### src/rtl/pbus_tx_pkg.sv
package pbus_tx_pkg;

    typedef enum logic [1:0] {
        TX_IDLE = 2'd0,
        TX_RUN  = 2'd1,
        TX_HOLD = 2'd2
    } tx_state_e;

    // event bit positions; receive slot kept for layout compatibility
    localparam int EV_STARVED = 0;
    localparam int EV_RX_SLOT = 1;
    localparam int EV_EOF     = 2;

endpackage

### src/rtl/pbus_tx_slicer.sv
module pbus_tx_slicer #(
    parameter int BUS_W = 8,
    parameter int SEL_W = 2,
    parameter int IDX_W = 3
) (
    input  logic [BUS_W-1:0] word_i,
    input  logic [SEL_W-1:0] sel_i,
    input  logic [IDX_W-1:0] idx_i,
    input  logic             msb_first_i,
    output logic [BUS_W-1:0] slice_o
);

    int               lanes;
    int               base;
    logic [BUS_W-1:0] shifted;

    always_comb begin
        lanes = 1 << sel_i;
        if (msb_first_i) begin
            base = BUS_W - (int'(idx_i) + 1) * lanes;
        end else begin
            base = int'(idx_i) * lanes;
        end
        shifted = word_i >> base;
    end

    for (genvar g = 0; g < BUS_W; g++) begin : g_lane
        assign slice_o[g] = (g < lanes) && shifted[g];
    end

endmodule

### src/rtl/pbus_tx_events.sv
module pbus_tx_events #(
    parameter int EVT_N = 3
) (
    input  logic             clk,
    input  logic             rst_n,
    input  logic [EVT_N-1:0] set_i,
    input  logic [EVT_N-1:0] clr_i,
    input  logic [EVT_N-1:0] en_i,
    output logic [EVT_N-1:0] pend_o,
    output logic             irq_o
);

    logic [EVT_N-1:0] pend_d, pend_q;

    always_comb begin
        pend_d = (pend_q & ~clr_i) | set_i;
    end

    always_ff @(posedge clk or negedge rst_n) begin
        if (!rst_n) begin
            pend_q <= '0;
        end else begin
            pend_q <= pend_d;
        end
    end

    assign pend_o = pend_q;
    assign irq_o  = |(pend_q & en_i);

endmodule

### src/rtl/pbus_tx.sv
module pbus_tx
    import pbus_tx_pkg::*;
#(
    parameter int BUS_W = 8,
    parameter int LEN_W = 19,
    parameter int EVT_N = 3
) (
    input  logic             clk,
    input  logic             rst_n,
    input  logic             cfg_start,
    input  logic [1:0]       cfg_width_sel,
    input  logic             cfg_msb_first,
    input  logic             cfg_end_by_marker,
    input  logic [LEN_W-1:0] cfg_bit_len,
    input  logic             cfg_strobe_en,
    input  logic             cfg_gate_en,
    input  logic [BUS_W-1:0] cfg_idle_value,
    input  logic             s_valid,
    input  logic [BUS_W-1:0] s_data,
    input  logic             s_last,
    output logic             s_ready,
    output logic [BUS_W-1:0] bus_data,
    output logic             bus_clk_en,
    output logic             tx_ready,
    input  logic [EVT_N-1:0] evt_enable,
    input  logic [EVT_N-1:0] evt_clear,
    output logic [EVT_N-1:0] evt_pending,
    output logic             irq
);

    localparam int IDX_W = $clog2(BUS_W);
    localparam int SEL_W = 2;
    localparam int TOP   = BUS_W - 1;

    typedef struct packed {
        tx_state_e        state;
        logic [SEL_W-1:0] wsel;
        logic             msb;
        logic             marker;
        logic [BUS_W-1:0] word;
        logic             have;
        logic             last;
        logic [IDX_W-1:0] idx;
        logic [LEN_W-1:0] rem;
        logic [BUS_W-1:0] bus;
    } regs_t;

    regs_t r_d, r_q;

    logic [BUS_W-1:0] slice;
    logic [IDX_W-1:0] last_idx;
    logic [LEN_W-1:0] slice_bits;
    logic             emit;
    logic             last_slice;
    logic             final_slice;
    logic             frame_end;
    logic             want_byte;
    logic [EVT_N-1:0] ev_set;

    pbus_tx_slicer #(
        .BUS_W (BUS_W),
        .SEL_W (SEL_W),
        .IDX_W (IDX_W)
    ) slicer_i (
        .word_i      (r_q.word),
        .sel_i       (r_q.wsel),
        .idx_i       (r_q.idx),
        .msb_first_i (r_q.msb),
        .slice_o     (slice)
    );

    always_comb begin
        r_d         = r_q;
        ev_set      = '0;
        last_idx    = IDX_W'((BUS_W >> r_q.wsel) - 1);
        slice_bits  = LEN_W'(1 << r_q.wsel);
        emit        = (r_q.state == TX_RUN) && r_q.have;
        last_slice  = r_q.have && (r_q.idx == last_idx);
        final_slice = last_slice &&
                      (r_q.marker ? r_q.last : (r_q.rem == slice_bits));
        frame_end   = (r_q.state == TX_RUN) &&
                      (final_slice || (!r_q.have && !r_q.marker && r_q.rem == '0));
        want_byte   = (r_q.state == TX_RUN) && cfg_start && !frame_end &&
                      (!r_q.have || last_slice);

        case (r_q.state)
            TX_IDLE: begin
                if (cfg_start) begin
                    r_d.state  = TX_RUN;
                    r_d.wsel   = cfg_width_sel;
                    r_d.msb    = cfg_msb_first;
                    r_d.marker = cfg_end_by_marker;
                    r_d.rem    = cfg_bit_len;
                    r_d.have   = 1'b0;
                    r_d.idx    = '0;
                end
            end
            TX_RUN: begin
                if (emit) begin
                    r_d.bus = slice;
                    r_d.idx = r_q.idx + IDX_W'(1);
                    if (!r_q.marker) begin
                        r_d.rem = r_q.rem - slice_bits;
                    end
                end
                if (last_slice) begin
                    r_d.have = 1'b0;
                    r_d.idx  = '0;
                end
                if (want_byte && s_valid) begin
                    r_d.word = s_data;
                    r_d.last = s_last;
                    r_d.have = 1'b1;
                    r_d.idx  = '0;
                end
                if (want_byte && !s_valid && !r_q.have) begin
                    ev_set[EV_STARVED] = 1'b1;
                end
                if (frame_end) begin
                    r_d.state        = TX_HOLD;
                    r_d.have         = 1'b0;
                    ev_set[EV_EOF]   = 1'b1;
                end else if (!cfg_start && (!r_q.have || last_slice)) begin
                    r_d.state = TX_IDLE;
                    r_d.have  = 1'b0;
                end
            end
            TX_HOLD: begin
                if (!cfg_start) begin
                    r_d.state = TX_IDLE;
                end
            end
            default: r_d.state = TX_IDLE;
        endcase

        if (r_q.state != TX_RUN) begin
            r_d.bus = cfg_idle_value;
        end
        if (cfg_strobe_en) begin
            r_d.bus[TOP] = emit;
        end
    end

    always_ff @(posedge clk or negedge rst_n) begin
        if (!rst_n) begin
            r_q <= '{state: TX_IDLE, default: '0};
        end else begin
            r_q <= r_d;
        end
    end

    pbus_tx_events #(
        .EVT_N (EVT_N)
    ) events_i (
        .clk    (clk),
        .rst_n  (rst_n),
        .set_i  (ev_set),
        .clr_i  (evt_clear),
        .en_i   (evt_enable),
        .pend_o (evt_pending),
        .irq_o  (irq)
    );

    assign s_ready    = want_byte;
    assign bus_data   = r_q.bus;
    assign bus_clk_en = !cfg_gate_en || r_q.bus[TOP];
    assign tx_ready   = (r_q.state == TX_IDLE);

endmodule

### config.mk
export PLATFORM = sky130hd
export DESIGN_NAME = pbus_tx
export DESIGN_NICKNAME = d
export VERILOG_FILES = /design/src/rtl/pbus_tx_pkg.sv /design/src/rtl/pbus_tx_slicer.sv /design/src/rtl/pbus_tx_events.sv /design/src/rtl/pbus_tx.sv
export SDC_FILE = /design/constraint.sdc
export NUM_CORES = 1
export LEC_CHECK = 0
export ABC_AREA = 0
export BUFFER_PORTS_ARGS = -buffer_cell sky130_fd_sc_hd__buf_2
export CAP_MARGIN = 40
export CORE_MARGIN = 5
export CORE_UTILIZATION = 24
export CTS_CLUSTER_SIZE = 10
export DETAILED_ROUTE_END_ITERATION = 7
export PLACE_DENSITY = 0.45
export REMOVE_ABC_BUFFERS = 1
export SLEW_MARGIN = 25
export SYNTH_ARGS = -nofsm -noshare
export SYNTH_HDL_FRONTEND = slang
export SYNTH_HIERARCHICAL = 1
export SYNTH_SLANG_ARGS = --single-unit
### constraint.sdc
create_clock -name clk -period 6.51 [get_ports clk]
set_input_delay 0.3255 -clock clk [delete_from_list [all_inputs] [get_ports clk]]
set_output_delay 0.3255 -clock clk [all_outputs]
set_load 0.01 [all_outputs]
; ---- Word level (Yosys, flattened, before mapping)
; Index checks and enable logic that the tools add are counted.
; Widths: inputs -> output; s select.
[totals]
elab_cells = 117
input_bits = 52
register_bits = 49
out_inout_bits = 15
[op_classes]
add_sub_neg = 5
eq_ne = 12
bitwise_logic = 4
magnitude_cmp = 8
n_mux = 25
shifts = 3
n_reduce_logical = 46
multipliers = 2
[ops]
columns = cell, count
row1 = $lt 4x32->1 const A, 4
row2 = $lt 3x32->1 const A, 2
row3 = $pmux 22 s2, 1
row4 = $lt 1x32->1 const A, 1
row5 = $lt 2x32->1 const A, 1
row6 = $mul 32x32->32, 1
row7 = $mul 4x32->32, 1
row8 = $mux 32, 1
row9 = $shl 1x2->32 const A, 1
row10 = $shr 8x32->8, 1
row11 = $sub 5x32->32 const A, 1
row12 = $mux 30, 1
row13 = $mux 22, 1
row14 = $logic_and 1x1->1, 21
row15 = $eq 19x19->1, 1
row16 = $logic_not 19->1, 1
row17 = $mux 19, 1
row18 = $sub 19x19->19, 1
row19 = $mux 8, 2
row20 = $mux 1, 10
row21 = $reduce_and 3->1, 3
row22 = $ne 2x2->1 const B, 4
row23 = $reduce_and 2->1, 4
row24 = $and 3x3->3, 2
row25 = 26 further kinds, 38

; ---- Longest topological paths before layout
[depth]
depth_word = 15
depth_mapped = 21
ltp_nobuf = 21

; ---- Modules after synthesis
; Netlist, hierarchy kept.
[by_module_without_submodules]
columns = mod, seq_area_each_um2, area_per_inst_um2, cells_each, instances
row1 = pbus_tx, 1151.1, 2697.6, 283, 1
row2 = pbus_tx_slicer, 0.0, 1430.1, 166, 1
row3 = pbus_tx_events, 75.1, 122.6, 11, 1

; ---- Worst setup path before layout
; OpenSTA, ideal clock, no wires.
[synth_path]
path_type = flip-flop to flip-flop
start = register r_q[42] (netlist name)
end = register r_q, in the netlist bus_data[7]
path_buffers = 1
slack_ns = 1.779
stages_incl_launch_ff = 22
setup_ns = 0.083
arrival_ns = 4.648
path_cell_list = dfrtp_1 > clkbuf_1 > nand2b_1 > nor2_1 > ha_1 > ha_1 > inv_1 > fa_1 > ha_1 > ha_1 > o21ai_0 > a21oi_1 > o31a_1 > ha_1 > nor4bb_1 > o21ai_0 > a21oi_1 > a41oi_2 > nor4_2 > o21ai_0 > o31a_1 > o21ai_0
[synth_between]
elab_chain_len = 10
word_cells_on_any_way = 12
[synth_rtl]
columns = element, line_no
row1 = "start, declared", pbus_tx.sv:48  ; regs_t r_d, r_q;
row2 = "start signal, assigned", pbus_tx.sv:148  ; r_q <= r_d;
row3 = $shl 1x2->32 *, -
row4 = $mul 32x32->32, pbus_tx_slicer.sv:20  ; base = BUS_W - (int'(idx_i) + 1) * lanes;
row5 = $sub 5x32->32, pbus_tx_slicer.sv:20
row6 = $mux 32, pbus_tx_slicer.sv:19  ; if (msb_first_i) begin
row7 = $shr 8x32->8, pbus_tx_slicer.sv:24  ; shifted = word_i >> base;
row8 = $logic_and 1x1->1 *, pbus_tx_slicer.sv:28  ; assign slice_o[g] = (g < lanes) && shifted[g];
row9 = via slice[7], pbus_tx.sv:50  ; logic [BUS_W-1:0] slice;
row10 = $mux 30 *, pbus_tx.sv:99  ; if (emit) begin
row11 = $mux 8 *, pbus_tx.sv:86  ; case (r_q.state)
row12 = $mux 8 *, pbus_tx.sv:136  ; if (r_q.state != TX_RUN) begin
row13 = $mux 1 *, pbus_tx.sv:139  ; if (cfg_strobe_en) begin
; Mark *: on every way through the listed nets, which the timed path passes. The rest lies on a longest branch. The select of a mux whose other input is x is not followed.
; A chain may end at the register's enable or synchronous reset.

; ---- Final worst setup path
[layout_path]
start = register r_q[27] (netlist name)
end = register r_q, in the netlist bus_data[7]
[layout_between]
elab_chain_len = 10
word_cells_on_any_way = 11
[layout_rtl]
columns = element, line_no
row1 = $add 3x1->4, pbus_tx_slicer.sv:20
row2 = $mul 32x32->32, pbus_tx_slicer.sv:20
row3 = $sub 5x32->32, pbus_tx_slicer.sv:20
row4 = $mux 32 *, pbus_tx_slicer.sv:19
row5 = $shr 8x32->8 *, pbus_tx_slicer.sv:24
row6 = $logic_and 1x1->1 *, pbus_tx_slicer.sv:28
row7 = via slice[7], pbus_tx.sv:50
row8 = $mux 30 *, pbus_tx.sv:99
row9 = $mux 8 *, pbus_tx.sv:86
row10 = $mux 8 *, pbus_tx.sv:136
row11 = $mux 1 *, pbus_tx.sv:139
; Marked as above.

==> qor.csv <==
metric;value;unit
status;completed;
Seq cells post-synth;49;
Most Used Layer, Global Route;met2;
drt wl/cell;14.9;µm
dominant cell type by area after synthesis;dfrtp_1;
Nets;611;
number of global-route vias before repair;3672;
DRC viols;0;
smallest hold slack;0.147;ns
Synth Instances;460;
P_leak;2.22;nW
Setup Buffers After CTS;0;
fmax;182;MHz
Worst Path Buf+Inv;1;
synthesis-to-layout area growth;16.3;%
IO Port Bufs;66;
Synth cell types;64;
final hold violations;0;
top post-synthesis cells by area;dfrtp_1, ha_1, a21oi_1, mux2i_1, nor2_1;
peak fanout along the critical path;17;
Die Area;20500;µm²
I/O pin count;67;
Max clock buf depth;2;
core area;17400;µm²
relative slew slack;0.483;
most frequent cell after synthesis;dfrtp_1;
Inserted Clock Buffers;5;
worst-path cell chain;ha_1 -> xnor2_1 -> nor2_1 -> ha_1 -> ha_1 -> inv_1 -> fa_1 -> ha_1 -> ha_1 -> o21ai_0 -> a21oi_1 -> o31a_1 -> ha_1 -> nor4bb_1 -> o21ai_0 -> a21oi_1 -> a41oi_2 -> nor4_2 -> o21ai_0 -> o31a_1 -> o21ai_0;
CP most frequent cell;ha_1;
Layout Utilization;0.285;
Post-CTS Hold Buffers;0;
DPL Wire Length;8.41;mm
Crit path max-delay family;adder cells;
critical path's largest stage delay;0.58;ns
worst vdd rail ir drop;0.000186;V
GR Layer Usage met2;0.177;
final worst clock skew;0.00584;ns
Synth warnings;6;
CTS clock-pin slew for the worst setup and hold paths;0.07;ns
root buffer cell;clkbuf_16;
Setup crit start kind;flip-flop;
n_diodes;0;
Post-synth top cells;dfrtp_1, nor2_1, a21oi_1;
GP Congestion;0.807;
post-synthesis async set-or-reset flop share;1.00;
global-route usage over all layers;0.111;
Slew Viols, Final;0;
Seq/Total Area, Yosys;0.288;
Fillers;1828;
CP required;6.71;ns
starting density of the core;0.245;
met1 usage;0.158;
Die X;143;µm
Worst Tran Pin Value;0.775;ns
minimum clock period;5.50;ns
GR Overflow Total;0;
fraction of layout cells with a size suffix above 1;0.223;
PwrDens;510;nW/µm²
Syn Area/Cell;9.24;µm²
antenna viol nets, final;0;
Row Count;48;
top_reg_cell synth;dfrtp_1;
Total Routed Length;11.0;mm
synthesized area;4250;µm²
met3 usage in global routing;0.0181;
drt pass-1 iters;4;
global-route wire length before repair;18.7;mm
Final setup viols;0;
antenna violations before repair;0;
worst setup path category;flip-flop to flip-flop;
H-Tree Depth;2;
final setup TNS;0;ns
# resized after CTS;0;
Worst-Skew Late Latency;0.29;ns
Post-synth EDFFs;0;
fin worst setup slack;1.01;ns
DR vias/cell;4.88;
Tightest Hold Check Type;input pin to asynchronous set/reset pin;
CTS tree;yes;
largest net degree at the start of global routing;50;
Clock Sink Count;49;
critical path's slowest cell;dfrtp_1;
WP data arrival;5.71;ns
CP Capture Type;flip-flop;
# Max-Cap Violations;0;
pre-CTS setup slack;1.12;ns
Die Ht;143;µm
period utilization;0.845;
RSZ-0062 raised after global routing;no;
top cell type's share of synthesized area;0.288;
DR vias;3612;
Iteration-0 DRC Markers;145;
## logic make-up (layout without fill, tap and decap cells)
logic type               Yosys count  count (layout)  synth area share
multiplexers                      34              34             0.105
flip-flops                        49              49             0.288
buffers and inverters             55             110            0.0609
AND/OR/NAND/NOR                  164             164             0.226
XOR/XNOR                           2               2           0.00589
adder cells (fa/ha/maj)           45              45             0.145
AO/OA/AOI/OAI                    110             110             0.168
other                              1               1          0.000882
## layout make-up
class                           count  area [µm²]  area share
Timing Repair Buffer               71         379      0.0767
Clock buffer                        7         143      0.0289
Sequential cell                    49        1230       0.248
Clock inverter                      1        30.0     0.00607
Multi-Input combinational cell    356        2770       0.560
Inverter                           31         116      0.0235
Tap cell                          225         282      0.0569
## stage by stage
| step | cells | power [mW] | cell area [µm²] |
|---|---|---|---|
| floorplan | 436 | 1.78 | 4110 |
| global placement | 730 | 2.18 | 4740 |
| detailed placement | 731 | 2.22 | 4760 |
| CTS | 739 | 2.54 | 4930 |
| global route | 740 | 2.78 | 4940 |
| finish | 740 | 2.52 | 4940 |
## power by group
group	switching, mW	internal, mW
logic	0.858	0.695
registers	0.212	0.448
clock network	0.115	0.192
## path summary, 6_finish.rpt
kind / slack (ns) / from / endpoint / cells after the start
max: 1.01 / r_q[27] / bus_data[7] / 21
min: 0.15 / rst_n / r_q[19] / 2
max reg2reg: 1.01 / r_q[27] / bus_data[7] / 21
min reg2reg: 0.51 / events_i/pend_o[0] / events_i/pend_o[0] / 1
max in group asynchronous: 5.89 / rst_n / r_q[32] / 2
min in group clk: 0.27 / s_data[7] / r_q[39] / 2
## sequential cells by signal, summed over array words and instances (netlist names)
name,flops
r_q,38
bus_data,8
events_i/pend_o,3
## worst register-to-register path: cells and delay by family (launching register included)
family | cells | cell delay [ns]
AOI/OAI and AO/OA | 9 | 1.59
xor gates and xnor gates | 1 | 0.31
adders and majority gates | 7 | 2.16
buffers and inverters | 1 | 0.07
DFF | 1 | 0.58
and+or+nand+nor | 3 | 0.71
## placed cells by master, fill, tap and decap left out, types with 7 or more instances in the layout
cell type / netlist / routed
nor2_1: 42 / 42
dfrtp_1: 49 / 49
mux2_4: 7 / 7
and2_1: 13 / 13
fa_1: 7 / 7
mux2i_1: 16 / 16
buf_2: 0 / 66
nor3_1: 14 / 14
nand2b_1: 14 / 14
ha_1: 38 / 38
nand2_1: 24 / 24
a2bb2oi_1: 7 / 7
inv_1: 31 / 31
mux2_2: 7 / 7
a21oi_1: 41 / 41
o21ai_0: 19 / 19
## routing by layer
metal  wire [µm]  vias up
li1            -     1788
met1        5430     1736
met2        5060       81
met3         445        7
met4         102        0
met5           0        -
Power figures use the tool's default switching activity.
